--- config.mk ---
export PLATFORM = sky130hd
export DESIGN_NAME = pwm_bank
export DESIGN_NICKNAME = d
export VERILOG_FILES = /design/src/rtl/pwm_pkg.sv /design/src/rtl/pwm_regs.sv /design/src/rtl/pwm_channel.sv /design/src/rtl/pwm_bank.sv
export SDC_FILE = /design/constraint.sdc
export NUM_CORES = 1
export LEC_CHECK = 0
export ABC_AREA = 1
export ABC_CLOCK_PERIOD_IN_PS = 2000
export BUFFER_PORTS_ARGS = -buffer_cell sky130_fd_sc_hd__buf_4
export CAP_MARGIN = 15
export CORE_UTILIZATION = 60
export CTS_CLUSTER_DIAMETER = 60
export DETAILED_ROUTE_END_ITERATION = 10
export PLACE_DENSITY = 0.86
export SLEW_MARGIN = 10
export SYNTH_ARGS = -nofsm -noshare
export SYNTH_HDL_FRONTEND = slang
export SYNTH_SLANG_ARGS = --single-unit
--- constraint.sdc ---
create_clock -name clk -period 2 [get_ports clk]
set_input_delay 0.1 -clock clk [delete_from_list [all_inputs] [get_ports clk]]
set_output_delay 0.1 -clock clk [all_outputs]
set_load 0.03 [all_outputs]
--- src/rtl/pwm_pkg.sv ---
package pwm_pkg;

    localparam int DUTY_W  = 10;
    localparam int FCODE_W = 4;
    localparam int DIV_W   = FCODE_W + 1;

    typedef struct packed {
        logic [DUTY_W-1:0]  duty;
        logic [FCODE_W-1:0] fcode;
    } chan_cfg_t;

endpackage

--- src/rtl/pwm_regs.sv ---
module pwm_regs
    import pwm_pkg::*;
#(
    parameter int NUM_CH    = 3,
    parameter int BASE_ADDR = 'h60,
    parameter int EN_ADDR   = 'h66
) (
    input  logic                   clk,
    input  logic                   rst,
    input  logic                   wr_en,
    input  logic                   rd_en,
    input  logic [7:0]             addr,
    input  logic [7:0]             wdata,
    output logic [7:0]             rdata,
    output chan_cfg_t [NUM_CH-1:0] cfg,
    output logic [NUM_CH-1:0]      en_bits
);

    localparam logic [7:0] EN_A = 8'(EN_ADDR);

    typedef struct packed {
        chan_cfg_t [NUM_CH-1:0] cfg;
        logic [NUM_CH-1:0]      en;
    } regs_t;

    regs_t      regs_d, regs_q;
    logic [7:0] rdata_d;

    always_comb begin
        regs_d  = regs_q;
        rdata_d = '0;
        for (int i = 0; i < NUM_CH; i++) begin
            if (wr_en && addr == 8'(BASE_ADDR + 2*i)) begin
                regs_d.cfg[i].duty[7:0] = wdata;
            end
            if (wr_en && addr == 8'(BASE_ADDR + 2*i + 1)) begin
                regs_d.cfg[i].duty[DUTY_W-1:8] = wdata[1:0];
                regs_d.cfg[i].fcode            = wdata[7:4];
            end
            if (rd_en && addr == 8'(BASE_ADDR + 2*i)) begin
                rdata_d = regs_q.cfg[i].duty[7:0];
            end
            if (rd_en && addr == 8'(BASE_ADDR + 2*i + 1)) begin
                rdata_d = {regs_q.cfg[i].fcode, 2'b00, regs_q.cfg[i].duty[DUTY_W-1:8]};
            end
        end
        if (wr_en && addr == EN_A) begin
            regs_d.en = wdata[NUM_CH-1:0];
        end
        if (rd_en && addr == EN_A) begin
            rdata_d = 8'(regs_q.en);
        end
    end

    always_ff @(posedge clk) begin
        if (rst) begin
            regs_q <= '0;
        end else begin
            regs_q <= regs_d;
        end
    end

    assign rdata   = rdata_d;
    assign en_bits = regs_q.en;
    for (genvar g = 0; g < NUM_CH; g++) begin : g_cfg
        assign cfg[g] = regs_q.cfg[g];
    end

endmodule

--- src/rtl/pwm_channel.sv ---
module pwm_channel
    import pwm_pkg::*;
(
    input  logic              clk,
    input  logic              rst,
    input  logic              en,
    input  chan_cfg_t         cfg,
    output logic              pwm,
    output logic [DUTY_W-1:0] frame_pos,
    output logic [DUTY_W-1:0] act_duty
);

    localparam logic [DUTY_W-1:0] LAST_Q = '1;

    typedef struct packed {
        logic              en;
        logic [DIV_W-1:0]  pre;
        logic [DIV_W-1:0]  div_m1;
        logic [DUTY_W-1:0] frm;
        logic [DUTY_W-1:0] duty;
    } chan_state_t;

    chan_state_t st_d, st_q;
    logic [DIV_W-1:0] new_div_m1;

    // quantum = 32 - F cycles, so the terminal prescaler count is 31 - F
    assign new_div_m1 = 5'd31 - {1'b0, cfg.fcode};

    always_comb begin
        st_d    = st_q;
        st_d.en = en;
        if (!en) begin
            st_d.pre = '0;
            st_d.frm = '0;
        end else if (!st_q.en) begin
            st_d.pre    = '0;
            st_d.frm    = '0;
            st_d.duty   = cfg.duty;
            st_d.div_m1 = new_div_m1;
        end else if (st_q.pre == st_q.div_m1) begin
            st_d.pre = '0;
            st_d.frm = st_q.frm + 1'b1;
            if (st_q.frm == LAST_Q) begin
                st_d.duty   = cfg.duty;
                st_d.div_m1 = new_div_m1;
            end
        end else begin
            st_d.pre = st_q.pre + 1'b1;
        end
    end

    always_ff @(posedge clk) begin
        if (rst) begin
            st_q <= '0;
        end else begin
            st_q <= st_d;
        end
    end

    assign pwm       = st_q.en && (st_q.frm <= st_q.duty);
    assign frame_pos = st_q.frm;
    assign act_duty  = st_q.duty;

endmodule

--- src/rtl/pwm_bank.sv ---
module pwm_bank
    import pwm_pkg::*;
#(
    parameter int NUM_CH    = 3,
    parameter int BASE_ADDR = 'h60,
    parameter int EN_ADDR   = 'h66
) (
    input  logic              clk,
    input  logic              rst,
    input  logic              wr_en,
    input  logic              rd_en,
    input  logic [7:0]        addr,
    input  logic [7:0]        wdata,
    output logic [7:0]        rdata,
    output logic [NUM_CH-1:0] pwm_out
);

    chan_cfg_t [NUM_CH-1:0]     cfg;
    logic [NUM_CH-1:0]          en_bits;
    logic [NUM_CH*DUTY_W-1:0]   frame_flat;
    logic [NUM_CH*DUTY_W-1:0]   duty_flat;

    pwm_regs #(
        .NUM_CH   (NUM_CH),
        .BASE_ADDR(BASE_ADDR),
        .EN_ADDR  (EN_ADDR)
    ) i_regs (
        .clk    (clk),
        .rst    (rst),
        .wr_en  (wr_en),
        .rd_en  (rd_en),
        .addr   (addr),
        .wdata  (wdata),
        .rdata  (rdata),
        .cfg    (cfg),
        .en_bits(en_bits)
    );

    for (genvar g = 0; g < NUM_CH; g++) begin : g_ch
        pwm_channel i_chan (
            .clk      (clk),
            .rst      (rst),
            .en       (en_bits[g]),
            .cfg      (cfg[g]),
            .pwm      (pwm_out[g]),
            .frame_pos(frame_flat[g*DUTY_W +: DUTY_W]),
            .act_duty (duty_flat[g*DUTY_W +: DUTY_W])
        );
    end

endmodule

==> results.md, run 1 <==
* Synth Area in Compound Gates at approximately an eighth
* HPWL after DPL at 11800 um
* Initial antenna violation count at 0
* Hold Path Class: primary input to register
* Worst rel slew slack at between 70 and 80%
* Synthesis-to-finish area growth at 13.1%
* Max VDD drop at approximately 860 uV
* Die height at about 110 um
* Warnings from Yosys at 0
* Layout Nets at between 1000 and 1500
* Main combinational cell family by area after synthesis: simple AND/OR/NAND/NOR gates
* Outcome: complete, but fails checks
* Vias per cell at about 5.4
* Most used cells in the layout excluding fill and tap cells: 233 x nand2_1, 168 x inv_1, 126 x dfxtp_1
* Final Max Tran Viols at 0
* Share of total power in sequential cells at 47.1%
* Clk_lat worst skew at around 0.42 ns
* Slowest CP cell: dfxtp_1
* Htree depth at 4
* Minimum clock period at approximately 2.0 ns
* Worst hold slack at approximately 0.014 ns
* Number of global-route vias before repair at 5973
* Routed WL at roughly 17000 um
* Sw frac at ~23%
* Fraction of layout cells with a size suffix above 1 at roughly an eighth
* Die width at ~110 um
* Fraction of the mapped netlist area in adder cells at between 6 and 7%
* Syn_nets at roughly 1100
* Leakage at between 3 and 4 nW
* Total chip power at 5.84 mW
* Via count at about 6700
* I/O pin count at 31
* Num rows at 39
* Max Clk Rate at ~0.50 GHz
* Post-route clock skew at around 0.0080 ns
* Synth Area per Inst at about 7 sq um
* Startpoint types: register
* Fillers at 904
* Highest cell delay on the worst timing path at between 0.3 and 0.4 ns
* Post-Synth Simple-Gate Area at a little under a third
* Mapped Cells at about 1100
* DRC errors left at 0
* Clock tree buffer depth at 2
* CTS buffer count at 17
* Largest net degree at the start of global routing at 54
* Worst Path Required at between 1.5 and 2 ns
* Final hold violation count at 0
* ANT cells at 0
* Starting Density at 62.7%
* Crit Path Class: register to output port
* Root buf cell: clkbuf_16
* Clock-pin slew on the worst setup and hold paths at about 0.06 ns
* PortBufs at 30
* Tcrit/Tclk final at 100%
* Drt first pass iters at 5
* Critical-path maximum fanout at 4
* Endpoints failing setup at 1
* Total GRT Usage at ~28%
* DRT iter0 DRCs at 520
* Cell variety after synth at 33
* NetSw at roughly 1.3 mW
* Seq/Total Area, Yosys at approximately 38%
* Core Util, Final at around 70%
* Non-Filler Instances at approximately 1200
* CP arrival at roughly 1.9 ns
* Critical-path cell list: ha_1, nand2_1, nor3_2, o21ai_0, nand3_1, a21boi_1, buf_4
* Xor/xnor share of the synthesized area at between 2 and 3%
* Logic gate share of total power at between 3 and 4%
* Cells after DPL at ~1200
* First-pass GRT wire length at 28000 um
* Power per cell area at 706 nW/um^2
* Grt ovf at 0
* Cell area after synthesis at roughly 7300 sq um
* Violated checks: setup timing
* Synthesized flop and latch total at 138
* Critical path buffers and inverters at 1
* Clock Sinks at about 140
* Commonest non-fill, non-tap cell in the layout: nand2_1
* Worst path top cell family by delay: simple AND/OR/NAND/NOR gates
* Internal cell power at 4.52 mW
* Core Region at between 10000 and 15000 sq um
* Final worst-path setup slack at -0.00522 ns
* Max Cap Violations at 0
* Clock power share at around half
* GPL Wtd Cong at 0.959
* Post-DRT Antenna Nets at 0
* WL per Instance at 13.5 um
* Crit. End Element: output port
* Slew @ Worst Pin at approximately 0.43 ns
* RSZ-0062 raised after global routing: true
* Die area at 12600 sq um
* CTS tree: built
* Post-synthesis mux area share at 0%
* Pre-CTS setup slack at roughly 0.17 ns
-- final timing paths --
check / from / cells past startpoint / slack [ns] / end
setup / recovery: g_ch[1].i_chan.frame_pos[9] / 7 / -0.005 / pwm_out[1]
hold / removal: wdata[7] / 3 / 0.01 / i_regs.cfg[3]
setup reg to reg: g_ch[2].i_chan.frame_pos[0] / 9 / 0.19 / g_ch[2].i_chan.act_duty[5]
hold reg to reg: g_ch[2].i_chan.st_q[24] / 2 / 0.46 / g_ch[2].i_chan.st_q[24]
-- final cells by class --
| cell class | count | area [sq um] | share of cell area [%] |
|---|---|---|---|
| Tap cell | 143 | 179 | 2.16 |
| Clock inverter | 11 | 100 | 1.21 |
| Sequential cell | 138 | 2780 | 33.6 |
| Timing Repair Buffer | 46 | 363 | 4.38 |
| Multi-Input combinational cell | 717 | 3770 | 45.6 |
| Clock buffer | 20 | 437 | 5.28 |
| Inverter | 173 | 649 | 7.84 |
-- synth_stat cells (all sizes together) --
cell type | n | area (sq um)
o21bai | 1 | 7.51
o2111ai | 3 | 26.3
o21ai | 60 | 334
nor2 | 135 | 524
buf | 29 | 165
o221ai | 1 | 8.76
nand3b | 1 | 7.51
nor3 | 11 | 66.3
inv | 172 | 646
clkbuf | 10 | 37.5
xnor2 | 10 | 87.6
xor2 | 11 | 96.3
dfxtp | 138 | 2760
nand4 | 47 | 294
nor3b | 5 | 37.5
a21boi | 3 | 22.5
or2 | 2 | 12.5
nand2 | 252 | 986
ha | 36 | 450
clkinv | 1 | 3.75
o21a | 1 | 7.51
a21oi | 92 | 460
nand3 | 46 | 273
-- kinds of logic (layout without fill, tap and decap cells) --
logic type / after synthesis / in the layout
buffers and inverters: 212 / 250
xor gates and xnor gates: 21 / 21
DFF: 138 / 138
and+or+nand+nor: 499 / 499
adders and majority gates: 36 / 36
AOI/OAI and AO/OA: 161 / 161
-- power groups by stage --
| stage | Combinational [mW] | Sequential [mW] | Clock, mW |
|---|---|---|---|
| floorplan | 0.0992 | 2.82 | 0 |
| global placement | 0.173 | 2.82 | 0 |
| detailed placement | 0.175 | 2.82 | 0 |
| CTS | 0.180 | 2.76 | 2.91 |
| global route | 0.202 | 2.75 | 3.03 |
| finish | 0.183 | 2.76 | 2.91 |
-- metrics by stage --
| step | cell area [sq um] | setup TNS [ns] |
|---|---|---|
| 6_report | 8280 | -0.00522 |
| 5_1_grt | 8280 | -0.176 |
| 4_1_cts | 8170 | 0 |
| 3_5_place_dp | 7610 | 0 |
| 3_3_place_gp | 7610 | 0 |
| 2_1_floorplan | 7320 | 0 |
-- worst min-delay path: stages --
cell	delay [ns]
buf_4	0.14
nand3_1	0.08
a21oi_1	0.06
-- sequential cells by signal (all words and copies together) (netlist names) --
register and flops:
g_ch.i_chan.st_q 33, g_ch.i_chan.act_duty 30, i_regs.en_bits 3, i_regs.cfg 42, g_ch.i_chan.frame_pos 30
-- per-layer routing --
| layer | GRT usage [%] | part of all wire (%) |
|---|---|---|
| met1 | 38.2 | 47 |
| met2 | 44.6 | 46 |
| met3 | 5.35 | 5.7 |
| met4 | 7.56 | 1.3 |
| met5 | 0 | 0 |
-- what timing repair did --
action / in CTS / in global routing
hold endpoints to repair: 5 / 0
setup buffers: 0 / 4
setup endpoints to repair: 3 / 28
resized for setup: 5 / 24
hold buffers: 2 / 0
pin swaps: 0 / 6
(Power assumes the default switching activity.)
==> run 2, diff against run 1 <==
--- a/config.mk
+++ b/config.mk
@@ -7,7 +7,7 @@
 export LEC_CHECK = 0
 export ABC_AREA = 1
 export ABC_CLOCK_PERIOD_IN_PS = 2000
-export BUFFER_PORTS_ARGS = -buffer_cell sky130_fd_sc_hd__buf_4
+export BUFFER_PORTS_ARGS = -buffer_cell sky130_fd_sc_hd__buf_2
 export CAP_MARGIN = 15
 export CORE_UTILIZATION = 60
 export CTS_CLUSTER_DIAMETER = 60
==> run 2 against run 1 <==
  * The flow now finishes without violations
  * Combinational power shrank 7%
  * Critical path depth unchanged
  * Utilization is 0.21 points higher
  * Worst setup slack gained 0.027 ns
  * Clock power increased by 8.6%
  * Critical path type unchanged
  * Via count up 0.75%
  * Worst hold slack gained 0.014 ns
==> results.md, run 2 (same netlist as run 1, synthesis figures left out) <==
* Critical path buffers and inverters at 1
* Slowest CP cell: dfxtp_2
* Die height at approximately 110 um
* RSZ-0062 raised after global routing: true
* Synthesis-to-finish area growth at 13.5%
* Clock tree buffer depth at 2
* Clk_lat worst skew at roughly 0.42 ns
* Most used cells in the layout excluding fill and tap cells: 235 x nand2_1, 165 x inv_1, 128 x dfxtp_1
* Fraction of layout cells with a size suffix above 1 at between 10 and 15%
* Hold Path Class: primary input to register
* Outcome: complete, no violations
* Total GRT Usage at 27.8%
* Final Max Tran Viols at 0
* Max Clk Rate at roughly 0.51 GHz
* Post-DRT Antenna Nets at 0
* DRT iter0 DRCs at ~520
* Routed WL at around 17000 um
* Num rows at 39
* Worst rel slew slack at about 72%
* Tcrit/Tclk final at a little over nine tenths
* Max Cap Violations at 0
* Crit Path Class: register to output port
* CP arrival at about 1.9 ns
* Starting Density at between 60% and 70%
* Worst hold slack at ~0.027 ns
* Cts hold-fix bufs at 0
* Leakage at 3.44 nW
* Drt first pass iters at 6
* Critical-path maximum fanout at 6
* Critical-path cell list: ha_4, a21oi_1, o21ai_0, nand2_1, nand3_1, a21boi_2, buf_6
* ANT cells at 0
* Worst Path Required at 1.90 ns
* Max reg flops at 42
* Number of global-route vias before repair at 5947
* GPL Wtd Cong at 0.931
* Post-route clock skew at roughly 0.0058 ns
* Crit. End Element: output port
* Final hold violation count at 0
* WL per Instance at around 14 um
* Highest cell delay on the worst timing path at around 0.4 ns
* Max VDD drop at between 600 and 700 uV
* Die area at between 10000 and 15000 sq um
* Die width at ~110 um
* Minimum clock period at just under 2 ns
* Clock Sinks at approximately 140
* Placed inst area at approximately 7500 sq um
* First-pass GRT wire length at between 20000 and 30000 um
* Endpoints failing setup at 0
* Root buf cell: clkbuf_16
* CTS tree: built
* CTS buffer count at 17
* Core Region at ~12000 sq um
* DRC errors left at 0
* Initial antenna violation count at 0
* Via count at between 6000 and 7000
* Clock-pin slew on the worst setup and hold paths at approximately 0.06 ns
* Post-route cell area at around 8300 sq um
* HPWL after DPL at ~12000 um
* Slew @ Worst Pin at ~0.42 ns
* Commonest non-fill, non-tap cell in the layout: nand2_1
* Pre-CTS setup slack at between 0.15 and 0.2 ns
* Vias per cell at around 5.4
* Final worst-path setup slack at approximately 0.021 ns
* Worst path top cell family by delay: compound AO/OA/AOI/OAI gates
* Layout Nets at around 1200
* I/O pin count at 31
* PortBufs at 30
* Grt ovf at 0
* Startpoint types: register
* Power per cell area at between 700 and 800 nW/um^2
* Htree depth at 4
* Largest net degree at the start of global routing at between 40 and 50
-- run 2: cell count changes in the layout (fill, tap and decap cells not counted), sizes merged --
cell         change
buf              +4
bufinv           +1
dlygate4sd3      -2
clkinv           +1
clkbuf           +2
clkinvlp         -4
-- run 2: power by group --
part / switching [mW] / internal (mW) / total (mW)
registers: 0.00219 / 2.75 / 2.76
clock network: 1.20 / 1.97 / 3.16
logic: 0.119 / 0.0517 / 0.171
total: 1.32 / 4.77 / 6.09
-- run 2: through the flow --
| step | std cells | TNS, ns | util [%] | power, mW |
|---|---|---|---|---|
| 2_1_floorplan | 1067 | 0 | - | 2.91 |
| 3_3_place_gp | 1213 | 0 | 64.7 | 2.98 |
| 3_5_place_dp | 1213 | 0 | 64.7 | 2.98 |
| 6_report | 1250 | 0 | 71.2 | 6.09 |
| 4_1_cts | 1244 | 0 | 69.9 | 6.11 |
| 5_1_grt | 1250 | -0.225 | 71.2 | 6.26 |
-- run 2: layer usage --
metal  global-route usage [%]  vias to the layer above  wire [um]
met5                        0                        -          0
met4                     11.4                        0        406
met3                     5.72                       33       1040
met2                     43.7                      240       7870
met1                     37.4                     3022       7880
li1                         -                     3450          -
-- run 2: final cells by class --
| cell class | count | area [sq um] |
|---|---|---|
| multi-input combinational | 717 | 3790 |
| fill | 872 | 3360 |
| sequential | 138 | 2780 |
| inverter | 173 | 649 |
| clock buffer | 22 | 484 |
| timing repair buffer | 48 | 309 |
| tap | 143 | 179 |
| clock inverter | 9 | 113 |
-- run 2: final timing paths --
kind / cells past startpoint / endpoint / start / slack (ns)
min reg2reg: 2 / g_ch[1].i_chan.st_q[30] / i_regs.en_bits[1] / 0.46
max: 7 / pwm_out[1] / g_ch[1].i_chan.frame_pos[5] / 0.02
max reg2reg: 9 / g_ch[2].i_chan.act_duty[6] / g_ch[2].i_chan.frame_pos[1] / 0.16
min: 3 / i_regs.cfg[3] / wdata[7] / 0.03
-- run 2: timing repair --
item	CTS	global route
setup endpoints to repair	3	17
hold endpoints to repair	0	0
gates resized for setup	6	26
buffers inserted	0	6
pin swaps	0	9
-- run 2: worst register-to-register path, delay by kind of cell (launching register included) --
kind                     cells  cell delay (ns)
AND/OR/NAND/NOR              6             0.66
flip-flops                   1             0.38
AO/OA/AOI/OAI                1             0.29
adder cells (fa/ha/maj)      1             0.22
buffers and inverters        1             0.20
